`src/rtl/dma_pg_pkg.sv`:
```
package dma_pg_pkg;
  localparam int MODE_W        = 2;
  localparam int MODE_AUTO_BIT = 0;
  localparam int MODE_WORD_BIT = 1;

  typedef enum logic {
    CH_BYTE = 1'b0,
    CH_WORD = 1'b1
  } chan_kind_e;
endpackage

```
`src/rtl/dma_addr_counter.sv`:
```
module dma_addr_counter #(
  parameter int CNT_W = 16
) (
  input  logic             clk,
  input  logic             rst,
  input  logic             wr_addr_i,
  input  logic [CNT_W-1:0] wr_data_i,
  input  logic             xfer_ok_i,
  input  logic             reload_i,
  output logic [CNT_W-1:0] cur_o,
  output logic             carry_o
);
  logic [CNT_W-1:0] cur_q;
  logic [CNT_W-1:0] base_q;

  always_ff @(posedge clk) begin
    if (rst) begin
      cur_q  <= '0;
      base_q <= '0;
    end else if (wr_addr_i) begin
      cur_q  <= wr_data_i;
      base_q <= wr_data_i;
    end else if (reload_i) begin
      cur_q  <= base_q;
    end else if (xfer_ok_i) begin
      cur_q  <= cur_q + 1'b1;
    end
  end

  assign cur_o   = cur_q;
  assign carry_o = xfer_ok_i & (&cur_q);

  // one unit per accepted transfer, wrapping at the counter width
  p_step_r4: assert property (@(posedge clk) disable iff (rst)
    (xfer_ok_i && !reload_i && !wr_addr_i) |=> (cur_q == CNT_W'($past(cur_q) + 1'b1)));
endmodule

```
`src/rtl/dma_count_unit.sv`:
```
module dma_count_unit
  import dma_pg_pkg::*;
#(
  parameter int CNT_W = 16
) (
  input  logic             clk,
  input  logic             rst,
  input  logic             wr_mode_i,
  input  logic             wr_count_i,
  input  logic [CNT_W-1:0] wr_data_i,
  input  logic             xfer_ok_i,
  output logic [CNT_W-1:0] count_o,
  output logic             active_o,
  output logic             tc_o,
  output logic             reload_o,
  output chan_kind_e       kind_o
);
  logic [CNT_W-1:0]  cnt_q;
  logic [CNT_W-1:0]  base_q;
  logic              active_q;
  logic              tc_q;
  logic [MODE_W-1:0] mode_q;
  logic              last_xfer;
  logic              auto_en;

  assign auto_en   = mode_q[MODE_AUTO_BIT];
  assign last_xfer = xfer_ok_i & (cnt_q == '0);
  assign reload_o  = last_xfer & auto_en;

  always_ff @(posedge clk) begin
    if (rst) begin
      cnt_q    <= '0;
      base_q   <= '0;
      active_q <= 1'b0;
      tc_q     <= 1'b0;
      mode_q   <= '0;
    end else begin
      tc_q <= 1'b0;
      if (wr_mode_i) mode_q <= wr_data_i[MODE_W-1:0];
      if (wr_count_i) begin
        cnt_q    <= wr_data_i;
        base_q   <= wr_data_i;
        active_q <= 1'b1;
      end else if (last_xfer) begin
        tc_q <= 1'b1;
        if (auto_en) begin
          cnt_q <= base_q;
        end else begin
          cnt_q    <= '1;
          active_q <= 1'b0;
        end
      end else if (xfer_ok_i) begin
        cnt_q <= cnt_q - 1'b1;
      end
    end
  end

  assign count_o  = cnt_q;
  assign active_o = active_q;
  assign tc_o     = tc_q;
  assign kind_o   = chan_kind_e'(mode_q[MODE_WORD_BIT]);

  // state left behind by a terminal count
  p_tc_after_r7: assert property (@(posedge clk) disable iff (rst)
    tc_q |-> (auto_en ? (cnt_q == base_q && active_q) : (cnt_q == '1 && !active_q)));
  // an idle channel never moves its count
  p_idle_hold_r8: assert property (@(posedge clk) disable iff (rst)
    (!active_q && !wr_count_i) |=> $stable(cnt_q));
endmodule

```
`src/rtl/dma_page_unit.sv`:
```
module dma_page_unit
  import dma_pg_pkg::*;
#(
  parameter int PG_W = 8,
  parameter int HP_W = 8
) (
  input  logic            clk,
  input  logic            rst,
  input  logic            wr_page_i,
  input  logic            wr_hpage_i,
  input  logic [PG_W-1:0] page_data_i,
  input  logic [HP_W-1:0] hpage_data_i,
  input  logic            carry_i,
  input  logic            reload_i,
  input  chan_kind_e      kind_i,
  output logic [PG_W-1:0] page_o,
  output logic [HP_W-1:0] hpage_o,
  output logic            ext_o
);
  localparam int FULL_W = HP_W + PG_W;
  localparam int WIDE_W = HP_W + PG_W - 1;

  logic [PG_W-1:0]   page_q, page_base_q;
  logic [HP_W-1:0]   hpage_q, hpage_base_q;
  logic              ext_q;
  logic [FULL_W-1:0] byte_sum;
  logic [WIDE_W-1:0] word_sum;

  assign byte_sum = {hpage_q, page_q} + 1'b1;
  assign word_sum = {hpage_q, page_q[PG_W-1:1]} + 1'b1;

  always_ff @(posedge clk) begin
    if (rst) begin
      page_q       <= '0;
      page_base_q  <= '0;
      hpage_q      <= '0;
      hpage_base_q <= '0;
      ext_q        <= 1'b0;
    end else if (wr_page_i || wr_hpage_i) begin
      if (wr_page_i) begin
        page_q      <= page_data_i;
        page_base_q <= page_data_i;
      end
      if (wr_hpage_i) begin
        hpage_q      <= hpage_data_i;
        hpage_base_q <= hpage_data_i;
      end
      ext_q <= wr_hpage_i;
    end else if (reload_i) begin
      page_q  <= page_base_q;
      hpage_q <= hpage_base_q;
    end else if (carry_i && ext_q) begin
      if (kind_i == CH_WORD) begin
        {hpage_q, page_q[PG_W-1:1]} <= word_sum;
      end else begin
        {hpage_q, page_q} <= byte_sum;
      end
    end
  end

  assign page_o  = page_q;
  assign hpage_o = hpage_q;
  assign ext_o   = ext_q;

  // pages are frozen while carries are not enabled
  p_window_r4: assert property (@(posedge clk) disable iff (rst)
    (!ext_q && !wr_page_i && !wr_hpage_i && !reload_i) |=> ($stable(page_q) && $stable(hpage_q)));
  // high-page write leaves the extended flag set
  p_ext_set_r5: assert property (@(posedge clk) disable iff (rst)
    wr_hpage_i |=> ext_q);
endmodule

```
`src/rtl/dma_addr_compose.sv`:
```
module dma_addr_compose
  import dma_pg_pkg::*;
#(
  parameter int CNT_W = 16,
  parameter int PG_W  = 8,
  parameter int HP_W  = 8,
  localparam int ADDR_W = HP_W + PG_W + CNT_W
) (
  input  logic [CNT_W-1:0]  cur_i,
  input  logic [PG_W-1:0]   page_i,
  input  logic [HP_W-1:0]   hpage_i,
  input  chan_kind_e        kind_i,
  output logic [ADDR_W-1:0] addr_o
);
  logic [ADDR_W-1:0] byte_addr;
  logic [ADDR_W-1:0] word_addr;

  assign byte_addr = {hpage_i, page_i, cur_i};
  assign word_addr = {hpage_i, page_i[PG_W-1:1], cur_i, 1'b0};
  assign addr_o    = (kind_i == CH_WORD) ? word_addr : byte_addr;
endmodule

```
`src/rtl/dma_page_addr_gen.sv`:
```
module dma_page_addr_gen
  import dma_pg_pkg::*;
#(
  parameter int CNT_W = 16,
  parameter int PG_W  = 8,
  parameter int HP_W  = 8,
  localparam int ADDR_W = HP_W + PG_W + CNT_W
) (
  input  logic              clk,
  input  logic              rst,
  input  logic              wr_mode_i,
  input  logic              wr_addr_i,
  input  logic              wr_count_i,
  input  logic              wr_page_i,
  input  logic              wr_hpage_i,
  input  logic [CNT_W-1:0]  wr_data_i,
  input  logic              xfer_i,
  output logic [ADDR_W-1:0] phys_addr_o,
  output logic              tc_o,
  output logic              active_o,
  output logic              ext_mode_o,
  output logic [CNT_W-1:0]  count_o
);
  logic             any_wr;
  logic             xfer_ok;
  logic             reload;
  logic             carry;
  logic             active;
  logic [CNT_W-1:0] cur;
  logic [PG_W-1:0]  page;
  logic [HP_W-1:0]  hpage;
  chan_kind_e       kind;

  assign any_wr  = wr_mode_i | wr_addr_i | wr_count_i | wr_page_i | wr_hpage_i;
  assign xfer_ok = xfer_i & active & ~any_wr;

  dma_count_unit #(.CNT_W(CNT_W)) u_count (
    .clk(clk), .rst(rst), .wr_mode_i(wr_mode_i), .wr_count_i(wr_count_i),
    .wr_data_i(wr_data_i), .xfer_ok_i(xfer_ok), .count_o(count_o),
    .active_o(active), .tc_o(tc_o), .reload_o(reload), .kind_o(kind)
  );

  dma_addr_counter #(.CNT_W(CNT_W)) u_addr (
    .clk(clk), .rst(rst), .wr_addr_i(wr_addr_i), .wr_data_i(wr_data_i),
    .xfer_ok_i(xfer_ok), .reload_i(reload), .cur_o(cur), .carry_o(carry)
  );

  dma_page_unit #(.PG_W(PG_W), .HP_W(HP_W)) u_page (
    .clk(clk), .rst(rst), .wr_page_i(wr_page_i), .wr_hpage_i(wr_hpage_i),
    .page_data_i(wr_data_i[PG_W-1:0]), .hpage_data_i(wr_data_i[HP_W-1:0]),
    .carry_i(carry), .reload_i(reload), .kind_i(kind),
    .page_o(page), .hpage_o(hpage), .ext_o(ext_mode_o)
  );

  dma_addr_compose #(.CNT_W(CNT_W), .PG_W(PG_W), .HP_W(HP_W)) u_compose (
    .cur_i(cur), .page_i(page), .hpage_i(hpage), .kind_i(kind), .addr_o(phys_addr_o)
  );

  assign active_o = active;
endmodule

```
`config.mk`:
```
export PLATFORM = sky130hd
export DESIGN_NAME = dma_page_addr_gen
export DESIGN_NICKNAME = d
export VERILOG_FILES = /design/src/rtl/dma_pg_pkg.sv /design/src/rtl/dma_addr_counter.sv /design/src/rtl/dma_count_unit.sv /design/src/rtl/dma_page_unit.sv /design/src/rtl/dma_addr_compose.sv /design/src/rtl/dma_page_addr_gen.sv
export SDC_FILE = /design/constraint.sdc
export NUM_CORES = 1
export LEC_CHECK = 0
export CORE_MARGIN = 2
export CORE_UTILIZATION = 45
export CTS_CLUSTER_DIAMETER = 200
export DETAILED_ROUTE_END_ITERATION = 8
export MAX_ROUTING_LAYER = met4
export PLACE_DENSITY_LB_ADDON = 0.1
export SYNTH_ARGS = -nofsm -noshare
export SYNTH_HDL_FRONTEND = slang
export SYNTH_SLANG_ARGS = --single-unit
```
`constraint.sdc`:
```
create_clock -name clk -period 3 [get_ports clk]
set_input_delay 0.6 -clock clk [delete_from_list [all_inputs] [get_ports clk]]
set_output_delay 0.6 -clock clk [all_outputs]
set_load 0.02 [all_outputs]
```
Yosys cells after proc, flatten, opt, wreduce, memory -nomap -nowiden

Index checks and enable logic that the tools add are counted.

Register bits after elaboration: 101
Latch bits: 0
Memory bits (writable): 0
Bits in read-only memories: 0
Input bits: 24
Output and inout bits: 51
Word-level logic and storage cells: 69
Memories kept: 0

Add/sub/neg operators: 4
Multiply operators: 0
Divide/modulo/power cells: 0
Magnitude comparators: 0
Equality and inequality tests: 4
Shift-type cells: 0
Muxes and demuxes: 23
Bitwise operators: 10
Reduce and logical (&&, ||, !) cells: 15

Operators by type and width:

| cell                                                   | count |
|---|---|
| two-way mux 16 bit                                     | 7 |
| two-way mux 8 bit                                      | 9 |
| adder 16 x 1 -> 16 bit (second input constant)         | 2 |
| two-way mux 17 bit                                     | 1 |
| zero test 16 bit                                       | 1 |
| AND reduction 16 bit                                   | 1 |
| subtractor 16 x 1 -> 16 bit (second input constant)    | 1 |
| adder 15 x 1 -> 15 bit (second input constant)         | 1 |
| AND reduction 2 bit                                    | 5 |
| nonzero test 3 bit                                     | 3 |
| two-way mux 7 bit                                      | 1 |
| inequality test 2 bit (second input constant)          | 3 |
| AND 1 bit                                              | 5 |
| two-way mux 1 bit                                      | 5 |
| OR 1 bit                                               | 4 |
| inequality test 3 x 2 -> 1 bit (second input constant) | 1 |
| AND reduction 3 bit                                    | 1 |
| nonzero test 2 bit                                     | 1 |
| OR reduction 2 bit                                     | 1 |
| logical AND 1 bit                                      | 1 |
| logical OR 1 bit                                       | 1 |
| inverter 1 bit                                         | 1 |

Depth between registers and ports, before layout

Gate-level depths: netlist of the first run.

Depth after elaboration: 11
Mapped depth: 10
Gate-level depth less buffers: 8

Modules after synthesis

Synthesis of the first run repeated with hierarchy kept, for this count alone.

Cell total of the unflattened synthesis: 689
Area total of the unflattened synthesis: 5811.8 sq um

Modules (own cells, without submodules):

| module            | times used | cells each | area each (sq um) | sequential area each (sq um) |
|---|---|---|---|---|
| dma_page_unit     | 1          | 230        | 1913.1            | 660.6 |
| dma_count_unit    | 1          | 210        | 1830.5            | 720.7 |
| dma_addr_counter  | 1          | 212        | 1680.4            | 640.6 |
| dma_addr_compose  | 1          | 34         | 366.6             | 0.0 |
| dma_page_addr_gen | 1          | 3          | 21.3              | 0.0 |

Least setup slack after synthesis of the first run

Ideal clock, no wire load.

Path kind: flip-flop to flip-flop
From: register u_count.cnt_q[7], in the netlist u_count.count_o[7]
To: register u_addr.cur_q[3], in the netlist u_addr.cur_o[3]
Library setup time: 0.126 ns
Data arrival time: 2.406 ns
Data required time: 2.874 ns
Path slack: 0.468 ns
Stages on the path, launching flop included: 9
Path buffers: 2
Clock period less this slack: 2.532 ns
Cells stage by stage: dfxtp_1 -> or4_4 -> or3_4 -> buf_6 -> or3_1 -> buf_6 -> mux2_1 -> o21ai_1 -> o21ai_1

Word-level cells in the longest chain between the ends: 5
Elaborated cells between the ends (all ways): 6
Classes of those cells: 2 x mux; 2 x bitwise; 2 x reduce/logical

Ends and longest elaborated chain:

| item                     | line                   | RTL |
|---|---|---|
| start: declaration       | dma_count_unit.sv:18   | `logic [CNT_W-1:0] cnt_q;` |
| start signal: assignment | dma_count_unit.sv:41   | `cnt_q <= wr_data_i;` |
| start signal: assignment | dma_count_unit.sv:47   | `cnt_q <= base_q;` |
| start signal: assignment | dma_count_unit.sv:53   | `cnt_q <= cnt_q - 1'b1;` |
| zero test 16 bit (*)     | dma_count_unit.sv:27   | `assign last_xfer = xfer_ok_i & (cnt_q == '0);` |
| AND 1 bit (*)            | dma_count_unit.sv:27   |  |
| AND 1 bit (*)            | dma_count_unit.sv:28   | `assign reload_o = last_xfer & auto_en;` |
| two-way mux 16 bit       | dma_addr_counter.sv:23 | `end else if (reload_i) begin` |
| two-way mux 16 bit       | dma_addr_counter.sv:20 | `end else if (wr_addr_i) begin` |
| end signal: assignment   | dma_addr_counter.sv:21 | `cur_q <= wr_data_i;` |
| end signal: assignment   | dma_addr_counter.sv:24 | `cur_q <= base_q;` |
| end signal: assignment   | dma_addr_counter.sv:26 | `cur_q <= cur_q + 1'b1;` |
| end: declaration         | dma_addr_counter.sv:13 | `logic [CNT_W-1:0] cur_q;` |

Mark *: on every way between the ends. The rest lies on a longest branch, timed or not.
A chain may end at the register's enable or synchronous reset.

Worst setup path in the final report of the first run

From: input port wr_mode_i
To: register u_page.page_q[5], in the netlist u_page.page_o[5]

Word-level cells in the longest chain between the ends: 10
Elaborated cells between the ends (all ways): 14
Classes of those cells: 2 x mux; 9 x bitwise; 3 x reduce/logical

Ends and longest elaborated chain:

| item                                                                      | line                                         | RTL |
|---|---|---|
| start: declaration                                                        | dma_page_addr_gen.sv:11                      | `input logic wr_mode_i,` |
| OR 1 bit (*) (4 in series)                                                | dma_page_addr_gen.sv:34                      | `assign any_wr = wr_mode_i \| wr_addr_i \| wr_count_i \| wr_page_i \| wr_hpage_i;` |
| inverter 1 bit (*)                                                        | dma_page_addr_gen.sv:35                      | `assign xfer_ok = xfer_i & active & ~any_wr;` |
| AND 1 bit (*)                                                             | dma_page_addr_gen.sv:35                      |  |
| AND 1 bit, on equally long branches                                       | dma_count_unit.sv:27, dma_addr_counter.sv:31 |  |
| AND 1 bit or logical AND 1 bit (tied branches)                            | dma_count_unit.sv:28, dma_page_unit.sv:52    |  |
| nonzero test 3 bit (no source line) or two-way mux 8 bit (tied branches)  | --                                           |  |
| AND reduction 2 bit (no source line) or two-way mux 8 bit (tied branches) | --                                           |  |
| end signal: assignment                                                    | dma_page_unit.sv:41                          | `page_q <= page_data_i;` |
| end signal: assignment                                                    | dma_page_unit.sv:50                          | `page_q <= page_base_q;` |
| end signal: indexed assignment                                            | dma_page_unit.sv:54                          | `{hpage_q, page_q[PG_W-1:1]} <= word_sum;` |
| end: declaration                                                          | dma_page_unit.sv:23                          | `logic [PG_W-1:0] page_q, page_base_q;` |

Marks and branches as above.

==> results of run 1 <==
[synth_stat cells, types with 4 or more instances]
cell and n:
sky130_fd_sc_hd__nor2_1 76, sky130_fd_sc_hd__inv_1 16, sky130_fd_sc_hd__nand4_1 10, sky130_fd_sc_hd__xor2_1 7
sky130_fd_sc_hd__a211o_1 7, sky130_fd_sc_hd__or3_1 11, sky130_fd_sc_hd__dfxtp_1 101, sky130_fd_sc_hd__nor4_1 7
sky130_fd_sc_hd__o21ai_1 4, sky130_fd_sc_hd__or4_1 4, sky130_fd_sc_hd__a22oi_1 14, sky130_fd_sc_hd__nor3_1 24
sky130_fd_sc_hd__a31oi_1 14, sky130_fd_sc_hd__buf_4 9, sky130_fd_sc_hd__mux2_2 15, sky130_fd_sc_hd__buf_6 4
sky130_fd_sc_hd__nand3_1 24, sky130_fd_sc_hd__and3_1 13, sky130_fd_sc_hd__mux2i_1 43, sky130_fd_sc_hd__buf_1 7
sky130_fd_sc_hd__xnor2_1 17, sky130_fd_sc_hd__clkbuf_1 32, sky130_fd_sc_hd__a21oi_1 36, sky130_fd_sc_hd__o211ai_1 16
sky130_fd_sc_hd__o311ai_0 5, sky130_fd_sc_hd__a311oi_1 5, sky130_fd_sc_hd__nand2_1 69, sky130_fd_sc_hd__ha_1 5
sky130_fd_sc_hd__o21ai_0 31
[stage by stage]
step           cells  hold WS [ns]  worst slack, ns  area [sq um]
6_report         933         0.462            0.312          6990
5_1_grt          933         0.489            0.210          6990
4_1_cts          933         0.462            0.321          6990
3_5_place_dp     917         0.452          -0.0199          6630
3_3_place_gp     917         0.441           0.0367          6630
2_1_floorplan    689         0.432            0.468          5670
[final timing paths]
kind	startpoint	end	cells past startpoint
worst max-delay path	wr_mode_i	u_page.page_o[5]$_SDFFE_PP0P_	8
worst min-delay path	u_addr.base_q[3]$_SDFFE_PP0P_	u_addr.base_q[3]$_SDFFE_PP0P_	2
worst min register to register	u_addr.base_q[3]$_SDFFE_PP0P_	u_addr.base_q[3]$_SDFFE_PP0P_	2
worst max register to register	u_count.count_o[7]$_SDFFE_PP0P_	u_page.page_o[5]$_SDFFE_PP0P_	6
[area by class of cell]
cell class,instances,area (sq um)
Fill cell,1148,5170
Inverter,17,63.8
Clock buffer,13,270
Multi-Input combinational cell,517,3300
Sequential cell,101,2020
Timing Repair Buffer,114,1040
Clock inverter,3,90.1
Tap cell,168,210
[cell usage in the layout (no fill, tap or decap), types with 11 or more instances in the layout]
cell type                         Yosys  routed
sky130_fd_sc_hd__a22oi_1             14      14
sky130_fd_sc_hd__o21ai_0             31      31
sky130_fd_sc_hd__inv_1               16      16
sky130_fd_sc_hd__and3_1              13      13
sky130_fd_sc_hd__nand3_1             24      24
sky130_fd_sc_hd__o211ai_1            16      16
sky130_fd_sc_hd__buf_4                9      40
sky130_fd_sc_hd__clkdlybuf4s50_1      0      73
sky130_fd_sc_hd__dfxtp_1            101     101
sky130_fd_sc_hd__or3_1               11      11
sky130_fd_sc_hd__nand2_1             69      69
sky130_fd_sc_hd__nor3_1              24      24
sky130_fd_sc_hd__a31oi_1             14      14
sky130_fd_sc_hd__nor2_1              76      76
sky130_fd_sc_hd__mux2_2              15      15
sky130_fd_sc_hd__xnor2_1             17      17
sky130_fd_sc_hd__mux2i_1             43      43
sky130_fd_sc_hd__a21oi_1             36      36
[where the power goes]
group / switching, mW / internal [mW] / total (mW) / leakage [nW]
registers: 0.0913 / 1.42 / 1.51 / 0.834
logic: 0.332 / 0.266 / 0.598 / 1.67
clock network: 0.512 / 0.885 / 1.40 / 0.176
[registers in the layout, summed over array words and instances, names as in the netlist]
| signal | flops |
|---|---|
| u_page.hpage_o | 8 |
| u_page.page_o | 8 |
| u_page.page_base_q | 8 |
| u_count.active_o | 1 |
| u_count.tc_o | 1 |
| u_count.count_o | 16 |
| u_addr.base_q | 16 |
| u_page.hpage_base_q | 8 |
| u_addr.cur_o | 16 |
| u_count.mode_q | 2 |
| u_page.ext_o | 1 |
| u_count.base_q | 16 |
[per-layer routing]
layer	global-route usage	routed length, um
met2	0.436	8230
met3	0.0586	1350
met4	0.0651	199
met5	-	0
met1	0.399	8410
[worst max-delay path, cell delays in order]
cell and delay [ns]:
sky130_fd_sc_hd__clkdlybuf4s50_1 0.51, sky130_fd_sc_hd__buf_4 0.21, sky130_fd_sc_hd__or3_1 0.31, sky130_fd_sc_hd__nor3_1 0.37
sky130_fd_sc_hd__nand3_1 0.28, sky130_fd_sc_hd__nand3_2 0.32, sky130_fd_sc_hd__nand2_1 0.10, sky130_fd_sc_hd__o221a_1 0.22
[cells by family after synthesis]
kind of cell	count (synthesis)
AND/OR/NAND/NOR	266
buffers and inverters	71
XOR/XNOR	24
multiplexers	59
adder cells (fa/ha/maj)	5
AO/OA/AOI/OAI	163
flip-flops	101
==> results, run 1 <==
- The number of global-route vias before repair is 5309.
- Measured against its own limit, the worst slew margin works out to 0.600.
- Each instance of the synthesized netlist takes up on average a little over 8 sq um.
- After synthesis, the largest family of logic cells by area is simple AND/OR/NAND/NOR gates.
- The port buffer count is 74.
- The largest buffer count on any clock path is 2.
- The count of nets left with antenna violations once routing finished came out at 0.
- After floorplanning, the core was sized to cover 0.0122 sq mm.
- The portion of the post-synthesis area used by sequential elements is 0.357.
- Derived from the worst setup path, the maximum achievable clock frequency is 372 MHz.
- The register-to-register setup slack is between 0.3 and 0.4 ns.
- The flip-flop and latch count after synthesis is 101.
- Of the total synthesized cell area, the portion taken by XOR and XNOR cells is 0.0371.
- After detailed routing, the number of vias per cell comes to 5.98.
- The violation count after the first detailed-route iteration is 476.
- The worst setup path category is input pin to flop.
- At the pin with the least slew margin, the transition time is 0.595 ns.
- The clock arrives with 0.00785 ns of skew.
- The class of the most critical hold timing path is flop to flop.
- The detailed-placement wirelength estimate is 12600 um.
- Yosys attributes the largest share of cell area to sky130_fd_sc_hd__dfxtp_1 36%, sky130_fd_sc_hd__mux2i_1 7.6%, sky130_fd_sc_hd__nor2_1 5.0%.
- For this configuration, the core starts out at a cell density of 0.466.
- The detailed router placed 5580 vias in this run.
- The number of buffers inserted during clock tree synthesis is 9.
- The number of nets in the synthesized netlist is a little over 700.
- Synthesis handed over a netlist of 689 instances.
- 0 antenna diodes ended up in the layout.
- The count of standard-cell rows is 40.
- The aggregate negative setup slack is 0 ns.
- The count of different cell masters after synthesis is 66.
- The die area is 0.0135 sq mm.
- The fraction of the cycle the final worst path needs is 0.896.
- The data required time at the worst endpoint is 3.24 ns.
- The layout-stage area growth over the synthesis result is 23.4%.
- After layout, the design draws a total of 3.51 mW.
- The post-cts repair resize count is 0.
- In this run the static leakage power is 2.68 nW.
- For this run, design rule violations remaining after detail routing come to 0.
- The worst-case IR drop observed on VDD is around 0.31 mV.
- The number of max-slew violations in the final report is 0.
- Among all flip-flop cells after synthesis, the most frequent one is sky130_fd_sc_hd__dfxtp_1.
- The length of the first detailed-routing pass in iterations is 5.
- The final setup violation count is 0.
- The deepest level of the CTS H-tree is 3.
- Entering global routing, the biggest net connects 41 pins.
- The fraction of synthesized area in multiplexers is 0.108.
- Setup repair after global routing left no endpoint under its margin.
- The cell chosen for the clock root is sky130_fd_sc_hd__clkbuf_16.
- The routability congestion estimate from global placement is 0.951.
- The worst setup path is launched from an input pin.
- The overall routing resource usage is 0.288.
- The final wirelength is 18200 um.
- The simple-gate portion of the synthesized area is 0.230.
- The die boundary height is 116 um.
- Yosys mapped a number of flops with a built-in enable equal to 0.
- The cell taking the most area after synthesis is sky130_fd_sc_hd__dfxtp_1.
- The first global-routing pass estimated ~29000 um of wire.
- TritonCTS built the clock tree.
- The sort of element at the end of the critical path is a flop.
- The adder and majority cell fraction of the synthesized area is 0.0110.
- The number of hold buffers added after CTS is 0.
- The time the worst path needs with I/O delays and setup is 2.69 ns.
- For the worst setup path, the data arrival time is 2.93 ns.
- The total power density per cell area is 502 mW/mm^2.
- The run finished with clean final reports.
- The fraction of final layout cells with drive strength greater than 1 is 0.116.
- The average wire per standard cell is 19.5 um.
- The number of antenna violations at the first check in global routing is 0.
- The clock net in this run drives a total of 101 sinks.
- Counting flops with an async set or reset pin after synthesis yields a share of 0.
- The I/O pin total is between 70 and 80.
- The source-to-sink clock delay at the later pin of the worst-skew pair is 0.35 ns.
- The post-CTS clock slew at the launch and capture registers of the worst setup and hold paths is 0.07 ns.
- The residual overflow from global routing is 0.
- Yosys printed 0 warnings.
- The share of synthesized area in the top cell type comes to 0.357.
- The horizontal extent of the die is 116 um.
- The final standard cell utilization of the core is 0.575.
- The count of maximum capacitance violations is 0.
- The compound-gate portion of the synthesized area is 0.197.
- The number of hold violations in the final report is 0.
- In this run the worst path has a maximum fanout of 14.
- After clock tree synthesis, the setup repair step added 0 buffers.
- The final layout contains 789 nets.
- The post-synth design cell area is approximately 0.0057 sq mm.
(Power assumes the default switching activity.)
==> run 2: changes to the inputs <==
==> constraint.sdc (replaced) <==
create_clock -name clk -period 3.44 [get_ports clk]
set_input_delay 0.688 -clock clk [delete_from_list [all_inputs] [get_ports clk]]
set_output_delay 0.688 -clock clk [all_outputs]
set_load 0.02 [all_outputs]
==> run 2 against run 1 <==
Compared with the run above: routed wire length down 1.5%; non-clock buffer count down 11; critical path depth down 6; first-iteration DRC count up 29%; core utilization down 0.84 points; sequential power is 13% lower; setup slack improved by 0.23 ns; cell count decreased by 1.3%; largest power group unchanged.
==> results, run 2 (synthesis gave the netlist of run 1 again) <==
- The number of global-route vias before repair came to 5258 (was 5309).
- The die area is 0.0135 sq mm (unchanged).
- The peak supply drop is 0.228 mV (was 0.308 mV).
- The count of maximum capacitance violations is 0 (unchanged).
- The cell chosen for the clock root is sky130_fd_sc_hd__clkbuf_16 (unchanged).
- The overall routing resource usage is 0.280 (was 0.288).
- The final setup skew is 0.00959 ns (was 0.00785 ns).
- The number of max-slew violations in the final report came to 0 (unchanged).
- The initial core utilization came to 0.466 (unchanged).
- The I/O pin total is 75 (unchanged).
- The layout-stage area growth over the synthesis result came to 21.6% (was 23.4%).
- The storage element area is 0.00202 sq mm (unchanged).
- The total power density per cell area was 429 mW/mm^2 (was 502 mW/mm^2).
- The cell depth of the worst setup path is 2 (was 8).
- The final wirelength came to 17900 um (was 18200 um).
- The deepest level of the CTS H-tree is 3 (unchanged).
- The via count came to 5474 (was 5580).
- The capturing element of the worst setup path is phys_addr_o[16] (was u_page.page_o[5]$_SDFFE_PP0P_).
- The hold slack is 0.461 ns (was 0.462 ns).
- The aggregate negative setup slack is 0 ns (unchanged).
- The startpoint of the most critical setup path is u_count.mode_q[1]$_SDFFE_PP0P_ (was wr_mode_i).
- The register-to-register setup slack was 0.68 ns (was 0.38 ns).
- The number of setup buffers added after CTS is 0 (unchanged).
- The capture point of the worst reg-to-reg path is u_addr.cur_o[3]$_SDFFE_PP0P_ (was u_page.page_o[5]$_SDFFE_PP0P_).
- The core box area is 0.0122 sq mm (unchanged).
- The met1 track utilization from global routing is 0.385 (was 0.399).
- The number of hold buffers added after CTS is 0 (unchanged).
- The multi-input gate area in the final layout is 0.00330 sq mm (unchanged).
- The launch point of the worst reg-to-reg path is u_count.count_o[8]$_SDFFE_PP0P_ (was u_count.count_o[7]$_SDFFE_PP0P_).
- The residual overflow from global routing is 0 (unchanged).
- The port buffer count is 74 (unchanged).
- The final setup violation count is 0 (unchanged).
- The global-route wire length before repair was 28200 um (was 29000 um).
- The top fanout value on the critical path was 21 (was 14).
- The routing usage on met3 is 0.0301 (was 0.0586).
- The antenna diode instance count is 0 (unchanged).
- The class of the most critical hold timing path is flop to flop (unchanged).
- The most common cell after layout, fill and taps aside was sky130_fd_sc_hd__dfxtp_1 (unchanged).
- The routability congestion estimate from global placement came to 0.946 (was 0.951).
- The number of antenna violations at the first check in global routing came to 0 (unchanged).
- The die boundary height is 116 um (unchanged).
- The launch point of the worst hold path is u_addr.base_q[3]$_SDFFE_PP0P_ (unchanged).
- The sort of element at the end of the critical path is an output pin (was flop).
- The slew at the pin closest to its max-slew limit is 1.03 ns (was 0.595 ns).
- The data arrival time of the critical path came to 2.21 ns (was 2.93 ns).
- Static timing analysis puts the maximum clock frequency at 345 MHz.
- The data required time at the worst endpoint is 2.75 ns (was 3.24 ns).
- The fill cell instance count of the final layout is 1154 (was 1148).
- The busiest layer in global routing is met2 (unchanged).
- The post-cts repair resize count is 0 (unchanged).
- The sum of buffers and inverters on the critical path is 1 (was 2).
- The detailed-placement wirelength estimate came to 12200 um (was 12600 um).
- The TritonCTS clock tree is yes (unchanged).
- Counting I/O delays and the setup requirement, the final critical path takes 2.90 ns.
- Cells along the critical path: mux2_2 -> clkdlybuf4s50_1 (was clkdlybuf4s50_1 -> buf_4 -> or3_1 -> nor3_1 -> nand3_1 -> nand3_2 -> nand2_1 -> o221a_1).
- The length of the first detailed-routing pass in iterations is 5 (unchanged).
- The horizontal extent of the die is 116 um (unchanged).
- The maximum cell stage delay along the critical path is 0.87 ns (was 0.51 ns).
- The depth of the worst register-to-register path is 7 (was 6).
- The startpoint class of the critical path is a flop (was input pin).
- The count of standard-cell rows came to 40 (unchanged).
- The number of hold violations in the final report is 0 (unchanged).
- The residual DRC count is 0 (unchanged).
- The via density per instance is 5.94 (was 5.98).
- The leakage power came to 2.62 nW (was 2.68 nW).
- Setup repair after global routing missed its margin: no (unchanged).
- The relative slew slack is 0.316 (was 0.600).
- The layout net count was 778 (was 789).
- The family of cells with the greatest summed delay on the critical path was flip-flops (was simple AND/OR/NAND/NOR gates).
- The violation count after the first detailed-route iteration was 615 (was 476).
- The average wire per standard cell was 19.4 um (was 19.5 um).
- The largest buffer count on any clock path came to 2 (unchanged).
- Of the available clock period, the critical path in the final layout requires 0.843.
- Most used cells in the layout excluding fill and tap cells: 101 x sky130_fd_sc_hd__dfxtp_1, 76 x sky130_fd_sc_hd__nor2_1, 73 x sky130_fd_sc_hd__clkdlybuf4s50_1, 69 x sky130_fd_sc_hd__nand2_1, 43 x sky130_fd_sc_hd__mux2i_1 (unchanged).
- The cell at the slowest stage of the critical path is sky130_fd_sc_hd__dfxtp_1 (was sky130_fd_sc_hd__clkdlybuf4s50_1).
- The post-CTS clock slew at the launch and capture registers of the worst setup and hold paths is 0.07 ns (about the same).
- The fraction of final layout cells with drive strength greater than 1 is 0.102 (was 0.116).
- Outcome: finished clean (unchanged).
- The global-route track usage on met2 was 0.420 (was 0.436).
- The worst setup path category is flop to output pin (was input pin to flop).
- The pin count of the biggest net entering global routing came to 93 (was 41).
- The source-to-sink clock delay at the later pin of the worst-skew pair came to 0.36 ns (was 0.35 ns).
- The number of sinks on the clock net is 101 (unchanged).
- The count of nets left with antenna violations after detail routing is 0 (unchanged).
- The number of buffers inserted during clock tree synthesis was 9 (unchanged).
-- run 2: changes by cell type in the layout (fill, tap and decap cells not counted), sizes merged --
cell | previous run | this run
clkbuf | 13 | 11
clkinvlp | 0 | 1
clkinv | 1 | 2
bufinv | 3 | 2
buf | 41 | 30
-- run 2: how the worst min path moves through the flow --
stage                                    end  slack [ns]  cells after the start
2_1_floorplan  u_addr.base_q[3]$_SDFFE_PP0P_        0.43                      2
3_3_place_gp   u_addr.base_q[3]$_SDFFE_PP0P_        0.44                      2
3_5_place_dp   u_addr.base_q[3]$_SDFFE_PP0P_        0.45                      2
4_1_cts        u_addr.base_q[3]$_SDFFE_PP0P_        0.46                      2
5_1_grt        u_addr.base_q[7]$_SDFFE_PP0P_        0.48                      2
6_report       u_addr.base_q[3]$_SDFFE_PP0P_        0.46                      2
-- run 2: area by class of cell --
class | count | area share
repair buffers | 103 | 0.142
inverters | 17 | 0.00926
clock inverters | 4 | 0.0105
clock buffers | 11 | 0.0352
flip-flops and latches | 101 | 0.293
multi-input cells | 517 | 0.479
well taps | 168 | 0.0305
-- run 2: power breakdown --
group / internal (mW) / switching (mW) / leakage [nW]
combinational: 0.232 / 0.287 / 1.63
sequential: 1.24 / 0.0813 / 0.834
clock: 0.653 / 0.461 / 0.152
total: 2.13 / 0.830 / 2.62
-- run 2: worst reg2reg max path: stages (launching register included) --
cell,delay (ns)
sky130_fd_sc_hd__dfxtp_1,0.38
sky130_fd_sc_hd__or4_4,0.57
sky130_fd_sc_hd__or3_4,0.44
sky130_fd_sc_hd__or3_1,0.51
sky130_fd_sc_hd__buf_12,0.22
sky130_fd_sc_hd__mux2_1,0.32
sky130_fd_sc_hd__o21ai_1,0.11
sky130_fd_sc_hd__o21ai_1,0.07
-- run 2: per-layer routing --
layer | routed length (um) | part of all wire
met4 | 406 | 0.023
met1 | 8350 | 0.47
met5 | 0 | 0
met3 | 1080 | 0.060
met2 | 8070 | 0.45
-- run 2: stage by stage --
step	area [sq um]	instances	utilization	total power [mW]	worst slack, ns
final	6890	921	0.567	2.96	0.541
after global routing	6890	921	0.567	3.05	0.445
after CTS	6890	921	0.567	2.95	0.531
after detailed placement	6580	906	0.541	1.86	0.285
after global placement	6580	906	0.541	1.85	0.340
after floorplan	5670	689	-	1.65	0.908
